`src/rtl/pss_pkg.sv`:
```
package pss_pkg;
  localparam int CFG_SEL_W = 4;

  localparam logic [CFG_SEL_W-1:0] SEL_MEM_ADDR   = 4'd0;
  localparam logic [CFG_SEL_W-1:0] SEL_MEM_DATA   = 4'd1;
  localparam logic [CFG_SEL_W-1:0] SEL_ST_SLEEP   = 4'd2;
  localparam logic [CFG_SEL_W-1:0] SEL_ST_WAKE12  = 4'd3;
  localparam logic [CFG_SEL_W-1:0] SEL_ST_WAKE3   = 4'd4;
  localparam logic [CFG_SEL_W-1:0] SEL_ST_WARM    = 4'd5;
  localparam logic [CFG_SEL_W-1:0] SEL_GRP_BASE   = 4'd6;

  localparam int BIT_LVL_WAKE = 3;
  localparam int BIT_WARM_EN  = 4;

  localparam int NUM_CLASS = 4;

  // index order is the priority order (lowest index wins)
  typedef enum logic [1:0] {
    EV_WARM   = 2'd0,
    EV_WAKE12 = 2'd1,
    EV_WAKE3  = 2'd2,
    EV_SLEEP  = 2'd3
  } ev_class_e;

  // byte lanes of one instruction word
  localparam int LANE_MSG_HI = 0;
  localparam int LANE_MSG_LO = 1;
  localparam int LANE_DELAY  = 2;
  localparam int LANE_NEXT   = 3;
  localparam int LANES       = 4;
endpackage

```
`src/rtl/pss_cfg_regs.sv`:
```
module pss_cfg_regs
  import pss_pkg::*;
#(
  parameter int IDX_W = 6,
  parameter int NGRP  = 3,
  localparam int AW   = IDX_W + 2
) (
  input  logic                                clk,
  input  logic                                rst,
  input  logic                                cfg_we,
  input  logic [CFG_SEL_W-1:0]                cfg_sel,
  input  logic [7:0]                          cfg_wdata,
  output logic                                mem_we,
  output logic [AW-1:0]                       mem_waddr,
  output logic [7:0]                          mem_wdata,
  output logic [NUM_CLASS-1:0][IDX_W-1:0]     start_tab,
  output logic [NGRP-1:0]                     lvl_en,
  output logic [NGRP-1:0]                     warm_en
);
  assign mem_we    = cfg_we && (cfg_sel == SEL_MEM_DATA);
  assign mem_wdata = cfg_wdata;

  always_ff @(posedge clk) begin
    if (rst) begin
      mem_waddr <= '0;
      start_tab <= '0;
    end else if (cfg_we) begin
      case (cfg_sel)
        SEL_MEM_ADDR:  mem_waddr           <= cfg_wdata[AW-1:0];
        SEL_ST_SLEEP:  start_tab[EV_SLEEP]  <= cfg_wdata[IDX_W-1:0];
        SEL_ST_WAKE12: start_tab[EV_WAKE12] <= cfg_wdata[IDX_W-1:0];
        SEL_ST_WAKE3:  start_tab[EV_WAKE3]  <= cfg_wdata[IDX_W-1:0];
        SEL_ST_WARM:   start_tab[EV_WARM]   <= cfg_wdata[IDX_W-1:0];
        default: ;
      endcase
    end
  end

  for (genvar g = 0; g < NGRP; g++) begin : g_grp
    localparam logic [CFG_SEL_W-1:0] MY_SEL = SEL_GRP_BASE + CFG_SEL_W'(g);
    always_ff @(posedge clk) begin
      if (rst) begin
        lvl_en[g]  <= 1'b0;
        warm_en[g] <= 1'b0;
      end else if (cfg_we && cfg_sel == MY_SEL) begin
        lvl_en[g]  <= cfg_wdata[BIT_LVL_WAKE];
        warm_en[g] <= cfg_wdata[BIT_WARM_EN];
      end
    end
  end
endmodule

```
`src/rtl/pss_script_mem.sv`:
```
module pss_script_mem
  import pss_pkg::*;
#(
  parameter int IDX_W = 6,
  localparam int AW    = IDX_W + 2,
  localparam int DEPTH = 1 << IDX_W
) (
  input  logic                  clk,
  input  logic                  we,
  input  logic [AW-1:0]         waddr,
  input  logic [7:0]            wdata,
  input  logic [IDX_W-1:0]      raddr,
  output logic [LANES-1:0][7:0] rdata
);
  // one narrow RAM per byte lane: a whole instruction reads in one cycle
  for (genvar l = 0; l < LANES; l++) begin : g_lane
    logic [7:0] ram [DEPTH];
    always_ff @(posedge clk) begin
      if (we && waddr[1:0] == 2'(l))
        ram[waddr[AW-1:2]] <= wdata;
      rdata[l] <= ram[raddr];
    end
  end
endmodule

```
`src/rtl/pss_event_arb.sv`:
```
module pss_event_arb
  import pss_pkg::*;
#(
  parameter int NGRP = 3
) (
  input  logic            clk,
  input  logic            rst,
  input  logic            eng_idle,
  input  logic            sleep_req,
  input  logic [NGRP-1:0] wake_in,
  input  logic [NGRP-1:0] warm_req,
  input  logic [NGRP-1:0] lvl_en,
  input  logic [NGRP-1:0] warm_en,
  output logic            take,
  output ev_class_e       cls
);
  logic [NUM_CLASS-1:0] pend, set_v, clr_v;
  logic [NGRP-1:0]      wake_prev, wake_hit;

  assign wake_hit = (lvl_en & wake_in) | (~lvl_en & wake_in & ~wake_prev);

  always_comb begin
    set_v            = '0;
    set_v[EV_WARM]   = |(warm_req & warm_en);
    set_v[EV_WAKE12] = |wake_hit[NGRP-2:0];
    set_v[EV_WAKE3]  = wake_hit[NGRP-1];
    set_v[EV_SLEEP]  = sleep_req;
  end

  always_comb begin
    cls = EV_SLEEP;
    for (int i = NUM_CLASS - 1; i >= 0; i--)
      if (pend[i]) cls = ev_class_e'(2'(i));
  end

  assign take = eng_idle && (|pend);

  always_comb begin
    clr_v = '0;
    if (take) clr_v[cls] = 1'b1;
  end

  always_ff @(posedge clk) begin
    if (rst) begin
      pend      <= '0;
      wake_prev <= '0;
    end else begin
      pend      <= (pend & ~clr_v) | set_v;
      wake_prev <= wake_in;
    end
  end
endmodule

```
`src/rtl/pss_engine.sv`:
```
module pss_engine
  import pss_pkg::*;
#(
  parameter int IDX_W    = 6,
  parameter int TICK_DIV = 32,
  localparam int PRE_W   = (TICK_DIV > 1) ? $clog2(TICK_DIV) : 1,
  localparam logic [IDX_W-1:0] TERM = {IDX_W{1'b1}}
) (
  input  logic                  clk,
  input  logic                  rst,
  input  logic                  start,
  input  logic [IDX_W-1:0]      start_idx,
  input  logic [LANES-1:0][7:0] rdata,
  output logic [IDX_W-1:0]      raddr,
  output logic                  idle,
  output logic                  busy,
  output logic                  msg_valid,
  output logic [15:0]           msg
);
  typedef enum logic [1:0] {S_IDLE, S_READ, S_ISSUE, S_WAIT} st_e;

  st_e              st;
  logic [IDX_W-1:0] idx, nxt;
  logic [7:0]       cnt;
  logic [PRE_W-1:0] pre;
  logic             tick;

  assign raddr = idx;
  assign idle  = (st == S_IDLE);
  assign tick  = (pre == PRE_W'(TICK_DIV - 1));

  always_ff @(posedge clk) begin
    if (rst) begin
      st        <= S_IDLE;
      idx       <= '0;
      nxt       <= '0;
      cnt       <= '0;
      pre       <= '0;
      busy      <= 1'b0;
      msg_valid <= 1'b0;
      msg       <= '0;
    end else begin
      msg_valid <= 1'b0;
      case (st)
        S_IDLE: begin
          if (start) begin
            idx  <= start_idx;
            busy <= 1'b1;
            st   <= S_READ;
          end
        end
        S_READ: st <= S_ISSUE;
        S_ISSUE: begin
          msg       <= {rdata[LANE_MSG_HI], rdata[LANE_MSG_LO]};
          msg_valid <= 1'b1;
          cnt       <= (rdata[LANE_DELAY] == 8'd0) ? 8'd1 : rdata[LANE_DELAY];
          nxt       <= rdata[LANE_NEXT][IDX_W-1:0];
          pre       <= '0;
          st        <= S_WAIT;
        end
        S_WAIT: begin
          if (tick) begin
            pre <= '0;
            if (cnt == 8'd1) begin
              if (nxt == TERM) begin
                busy <= 1'b0;
                st   <= S_IDLE;
              end else begin
                idx <= nxt;
                st  <= S_READ;
              end
            end else begin
              cnt <= cnt - 8'd1;
            end
          end else begin
            pre <= pre + PRE_W'(1);
          end
        end
        default: st <= S_IDLE;
      endcase
    end
  end
endmodule

```
`src/rtl/pwr_script_seq.sv`:
```
module pwr_script_seq
  import pss_pkg::*;
#(
  parameter int IDX_W    = 6,
  parameter int TICK_DIV = 32,
  parameter int NGRP     = 3,
  localparam int AW      = IDX_W + 2
) (
  input  logic                 clk,
  input  logic                 rst,
  input  logic                 cfg_we,
  input  logic [CFG_SEL_W-1:0] cfg_sel,
  input  logic [7:0]           cfg_wdata,
  input  logic                 sleep_req,
  input  logic [NGRP-1:0]      wake_in,
  input  logic [NGRP-1:0]      warm_req,
  output logic                 busy,
  output logic                 msg_valid,
  output logic [15:0]          msg
);
  logic                            mem_we;
  logic [AW-1:0]                   mem_waddr;
  logic [7:0]                      mem_wdata;
  logic [NUM_CLASS-1:0][IDX_W-1:0] start_tab;
  logic [NGRP-1:0]                 lvl_en, warm_en;
  logic [IDX_W-1:0]                raddr;
  logic [LANES-1:0][7:0]           rdata;
  logic                            eng_idle, arb_take;
  ev_class_e                       arb_cls;

  pss_cfg_regs #(.IDX_W(IDX_W), .NGRP(NGRP)) u_regs (
    .clk(clk), .rst(rst), .cfg_we(cfg_we), .cfg_sel(cfg_sel),
    .cfg_wdata(cfg_wdata), .mem_we(mem_we), .mem_waddr(mem_waddr),
    .mem_wdata(mem_wdata), .start_tab(start_tab), .lvl_en(lvl_en),
    .warm_en(warm_en)
  );

  pss_script_mem #(.IDX_W(IDX_W)) u_mem (
    .clk(clk), .we(mem_we), .waddr(mem_waddr), .wdata(mem_wdata),
    .raddr(raddr), .rdata(rdata)
  );

  pss_event_arb #(.NGRP(NGRP)) u_arb (
    .clk(clk), .rst(rst), .eng_idle(eng_idle), .sleep_req(sleep_req),
    .wake_in(wake_in), .warm_req(warm_req), .lvl_en(lvl_en),
    .warm_en(warm_en), .take(arb_take), .cls(arb_cls)
  );

  pss_engine #(.IDX_W(IDX_W), .TICK_DIV(TICK_DIV)) u_eng (
    .clk(clk), .rst(rst), .start(arb_take), .start_idx(start_tab[arb_cls]),
    .rdata(rdata), .raddr(raddr), .idle(eng_idle), .busy(busy),
    .msg_valid(msg_valid), .msg(msg)
  );
endmodule

```
`config.mk`:
```
export PLATFORM = sky130hd
export DESIGN_NAME = pwr_script_seq
export DESIGN_NICKNAME = d
export VERILOG_FILES = /design/src/rtl/pss_pkg.sv /design/src/rtl/pss_cfg_regs.sv /design/src/rtl/pss_script_mem.sv /design/src/rtl/pss_event_arb.sv /design/src/rtl/pss_engine.sv /design/src/rtl/pwr_script_seq.sv
export SDC_FILE = /design/constraint.sdc
export NUM_CORES = 2
export LEC_CHECK = 0
export BUFFER_PORTS_ARGS = -buffer_cell sky130_fd_sc_hd__buf_2
export CORE_MARGIN = 2
export CORE_UTILIZATION = 35
export CTS_CLUSTER_SIZE = 8
export DETAILED_ROUTE_END_ITERATION = 10
export PLACE_DENSITY_LB_ADDON = 0.25
export SLEW_MARGIN = 20
export SYNTH_ARGS = -nofsm -noshare
export SYNTH_HDL_FRONTEND = slang
export SYNTH_SLANG_ARGS = --single-unit
```
`constraint.sdc`:
```
create_clock -name clk -period 2.5 [get_ports clk]
set_input_delay 0.25 -clock clk [delete_from_list [all_inputs] [get_ports clk]]
set_output_delay 0.25 -clock clk [all_outputs]
set_load 0.005 [all_outputs]
```
==> summary.md <==
| Metric | Value |
|---|---|
| CP Class | register to register |
| Total Die Area | roughly 230,000 sq um |
| Seq pwr share | 0.420 |
| Routability congestion estimate | 0.841 |
| Commonest non-fill, non-tap cell in the layout | edfxtp_1 |
| 1st-iter DRT viols | ~4,200 |
| Seq cells post-synth | roughly 2,000 |
| WHS Endpoint | u_arb.wake_prev[1]$_SDFF_PP0_ |
| Die W | roughly 480 um |
| Slew Limit Fails | 0 |
| Final non-filler cell area | ~96,000 sq um |
| RSZ-0062 raised after global routing | yes |
| Final wirelength | around 210,000 um |
| Sw Pwr | about 0.024 W |
| Global-route usage over all layers | 0.182 |
| Die height | between 400 and 500 um |
| Syn Nets | ~4,000 |
| Syn_area_per_cell | 19.9 sq um |
| Period utilisation layout | 0.980 |
| Leak | roughly 30 nW |
| Async SR Flop Fraction | 0 |
| Initial antenna violation count | 7 |
| Number of synthesized flops with an enable pin | between 1,500 and 2,000 |
| Vias per Instance | ~5.3 |
| Cells after Synth | slightly below 4,000 |
| Synth Flop Type | edfxtp_1 |
| Cell Area, Placed | around 87,000 sq um |
| Worst Path Arrival | ~3300 ps |
| Flop2flop setup slack | between 40 and 50 ps |
| Share of layout cells above drive strength 1 | 0.308 |
| Achievable frequency | roughly 0.41 GHz |
| Distinct cells, synth | 57 |
| Num Clock Sinks | between 2,000 and 2,500 |
| Mapped cell area | 78,700 sq um |
| Synthesis Warnings | 0 |
| Sw Share | 0.257 |
| Root buffer cell | clkbuf_16 |
| Internal power | between 0.06 and 0.07 W |
| Hold path start | wake_in[1] |
| Clk_lat worst skew | about 900 ps |
| Top Ports | 40 |
| CTS Buf Count | roughly 310 |
| Hold Vio Cnt, Final | 0 |
| Largest net degree at the start of global routing | slightly above 100 |
| Peak supply drop | around 0.73 mV |
| Total number of vias | slightly above 40,000 |
| Drc violations | 0 |
| Post-route ant nets | 0 |
| Row Count | between 150 and 200 |
| Worst R2R Path Depth | 8 |
| Max-slew headroom | 0.490 |
| Worst min path class | input pin to register |
| Clock tree from TritonCTS | built |
| Startpoint types | register |
| CP Max Fanout | 36 |
| Crit. End Element | register |
| Reg2Reg Launch Point | u_eng.raddr[2]$_SDFFE_PP0P_ |
| Fin util | 0.427 |
| Effective utilization at floorplan | 0.351 |
| Required time of the critical path | 3300 ps |
| Area Growth Syn to Fin | 21.8% |
| Total number of H-tree levels | 5 |
| Pwr Density | approximately 960 nW/um^2 |
| Clock network power share | 0.400 |
| Vias in the first global route | 41,700 |
| Nets | roughly 4,700 |
| Drt pass-1 iters | 5 |
| GRT overflow | 0 |
| Comb power frac | 0.180 |
| Clock buffer depth | 4 |
| Port Buffers | 39 |
| Core ar. | roughly 220,000 sq um |
| Setup TNS | 0 ps |
| Worst r2r dst | u_mem.rdata[9]$_DFF_P_ |
| Number of cells on the worst hold path | 3 |
| Most frequent cells in the layout | edfxtp_1 (1,920), buf_4 (504), mux4_2 (442) |
| Slew @ Worst Pin | 760 ps |
| Clk pin slew, worst setup/hold paths | 50 ps |
| DP HPWL | approximately 140,000 um |
| Crit path time final | 2450 ps |
| Final setup skew | ~59 ps |
| Global-route wire length before repair | 303,000 um |
| Wirelength per Cell | approximately 27 um |
| Final setup fails | 0 |
| Sequential area share after synthesis | 0.763 |
| Max_cap viols | 0 |
| Status | complete, no violations |
## sequential cells by signal, indices dropped and copies added, names as in the netlist, 2 cells and up
signal	cells
u_arb.wake_prev	3
u_regs.lvl_en	3
u_arb.pend	4
u_eng.msg	16
u_eng.st	2
u_regs.warm_en	3
u_eng.raddr	6
u_mem.g_lane.ram	1920
u_regs.mem_waddr	8
u_eng.pre	5
u_eng.nxt	6
u_eng.cnt	8
u_regs.start_tab	24
u_mem.rdata	30
## what timing repair did
action,CTS,global route
gates cloned,1,4
hold buffers,25,0
gates resized for setup,18,34
setup buffers,2,13
setup endpoints to repair,8,25
hold endpoints to repair,766,0
## synthesized netlist by cell type, types with 8 or more instances
library cell	count	area share
clkbuf_1	122	0.0058
nor3b_1	12	0.0011
o22ai_1	95	0.0076
nor2_1	429	0.020
o21ai_0	36	0.0023
a221oi_1	40	0.0045
a21oi_1	53	0.0034
a22oi_1	57	0.0054
or3_1	21	0.0017
o21ai_1	30	0.0019
buf_1	18	0.00086
o221ai_1	18	0.0020
nor2b_1	13	0.0010
mux2_2	44	0.0063
dfxtp_1	120	0.031
mux2i_1	156	0.020
or4_1	20	0.0019
mux4_2	442	0.13
edfxtp_1	1920	0.73
o2bb2ai_1	9	0.0010
buf_2	49	0.0031
inv_1	18	0.00086
o211ai_1	8	0.00076
nand2b_1	8	0.00064
nand2_1	98	0.0047
buf_4	30	0.0029
buf_6	20	0.0029
## final cells by class
class,instances,area [sq um]
tap,2992,3740
antenna,2,5.00
clock buffer,453,8400
multi-input combinational,1659,17500
fill,19500,128000
clock inverter,8,50.0
timing repair buffer,652,6000
inverter,19,71.3
sequential,2040,60100
## logic make-up (layout without fill, tap and decap cells)
| logic type | after synthesis | in the layout | synth area share |
|---|---|---|---|
| other | 0 | 2 | 0 |
| DFF | 2040 | 2040 | 0.763 |
| adders and majority gates | 7 | 7 | 0.00111 |
| muxes | 642 | 642 | 0.153 |
| buffers and inverters | 261 | 1132 | 0.0169 |
| and+or+nand+nor | 641 | 641 | 0.0349 |
| AOI/OAI and AO/OA | 369 | 369 | 0.0312 |
## metal layers
layer,share of wire,track usage,wire [um]
met3,0.058,0.0287,12300
met2,0.49,0.299,104000
met1,0.43,0.251,90700
met5,0,0,0
met4,0.024,0.0523,5190
## power groups by stage
stage	Sequential [W]	Clock, W	Combinational [W]
2_1_floorplan	0.0387	0	0.00954
3_3_place_gp	0.0392	0	0.0160
3_5_place_dp	0.0392	0	0.0160
4_1_cts	0.0385	0.0375	0.0163
5_1_grt	0.0385	0.0389	0.0175
6_report	0.0385	0.0367	0.0166
## through the flow
stage / worst slack (ps) / hold WS, ps / total power [W] / cells
floorplan: 310 / 349 / 0.0482 / 3960
global placement: -293 / 464 / 0.0552 / 7317
detailed placement: -270 / 472 / 0.0552 / 7317
CTS: -8.90 / 85.1 / 0.0923 / 7806
global route: -41.9 / 100 / 0.0949 / 7823
finish: 49.4 / 145 / 0.0918 / 7825
## worst max path at each step
stage	startpoint	to	slack, ps	depth (start not counted)
2_1_floorplan	cfg_sel[3]	u_mem.g_lane[0].ram[10][0]$_DFFE_PP_	310	6
3_3_place_gp	u_eng.raddr[0]$_SDFFE_PP0P_	u_mem.rdata[7]$_DFF_P_	-290	7
3_5_place_dp	u_eng.raddr[0]$_SDFFE_PP0P_	u_mem.rdata[7]$_DFF_P_	-270	7
4_1_cts	u_eng.raddr[0]$_SDFFE_PP0P_	u_mem.rdata[18]$_DFF_P_	-9	8
5_1_grt	u_eng.raddr[0]$_SDFFE_PP0P_	u_mem.rdata[17]$_DFF_P_	-40	8
6_report	u_eng.raddr[2]$_SDFFE_PP0P_	u_mem.rdata[9]$_DFF_P_	50	8
## critical path: stages, from the launching register on
cell	delay, ps
dfxtp_4	360
buf_12	160
buf_12	160
buf_12	180
nand2_2	130
buf_12	250
o22ai_1	220
or4_1	630
o21ai_1	170
Note: power is estimated with default switching activity, not from simulation.
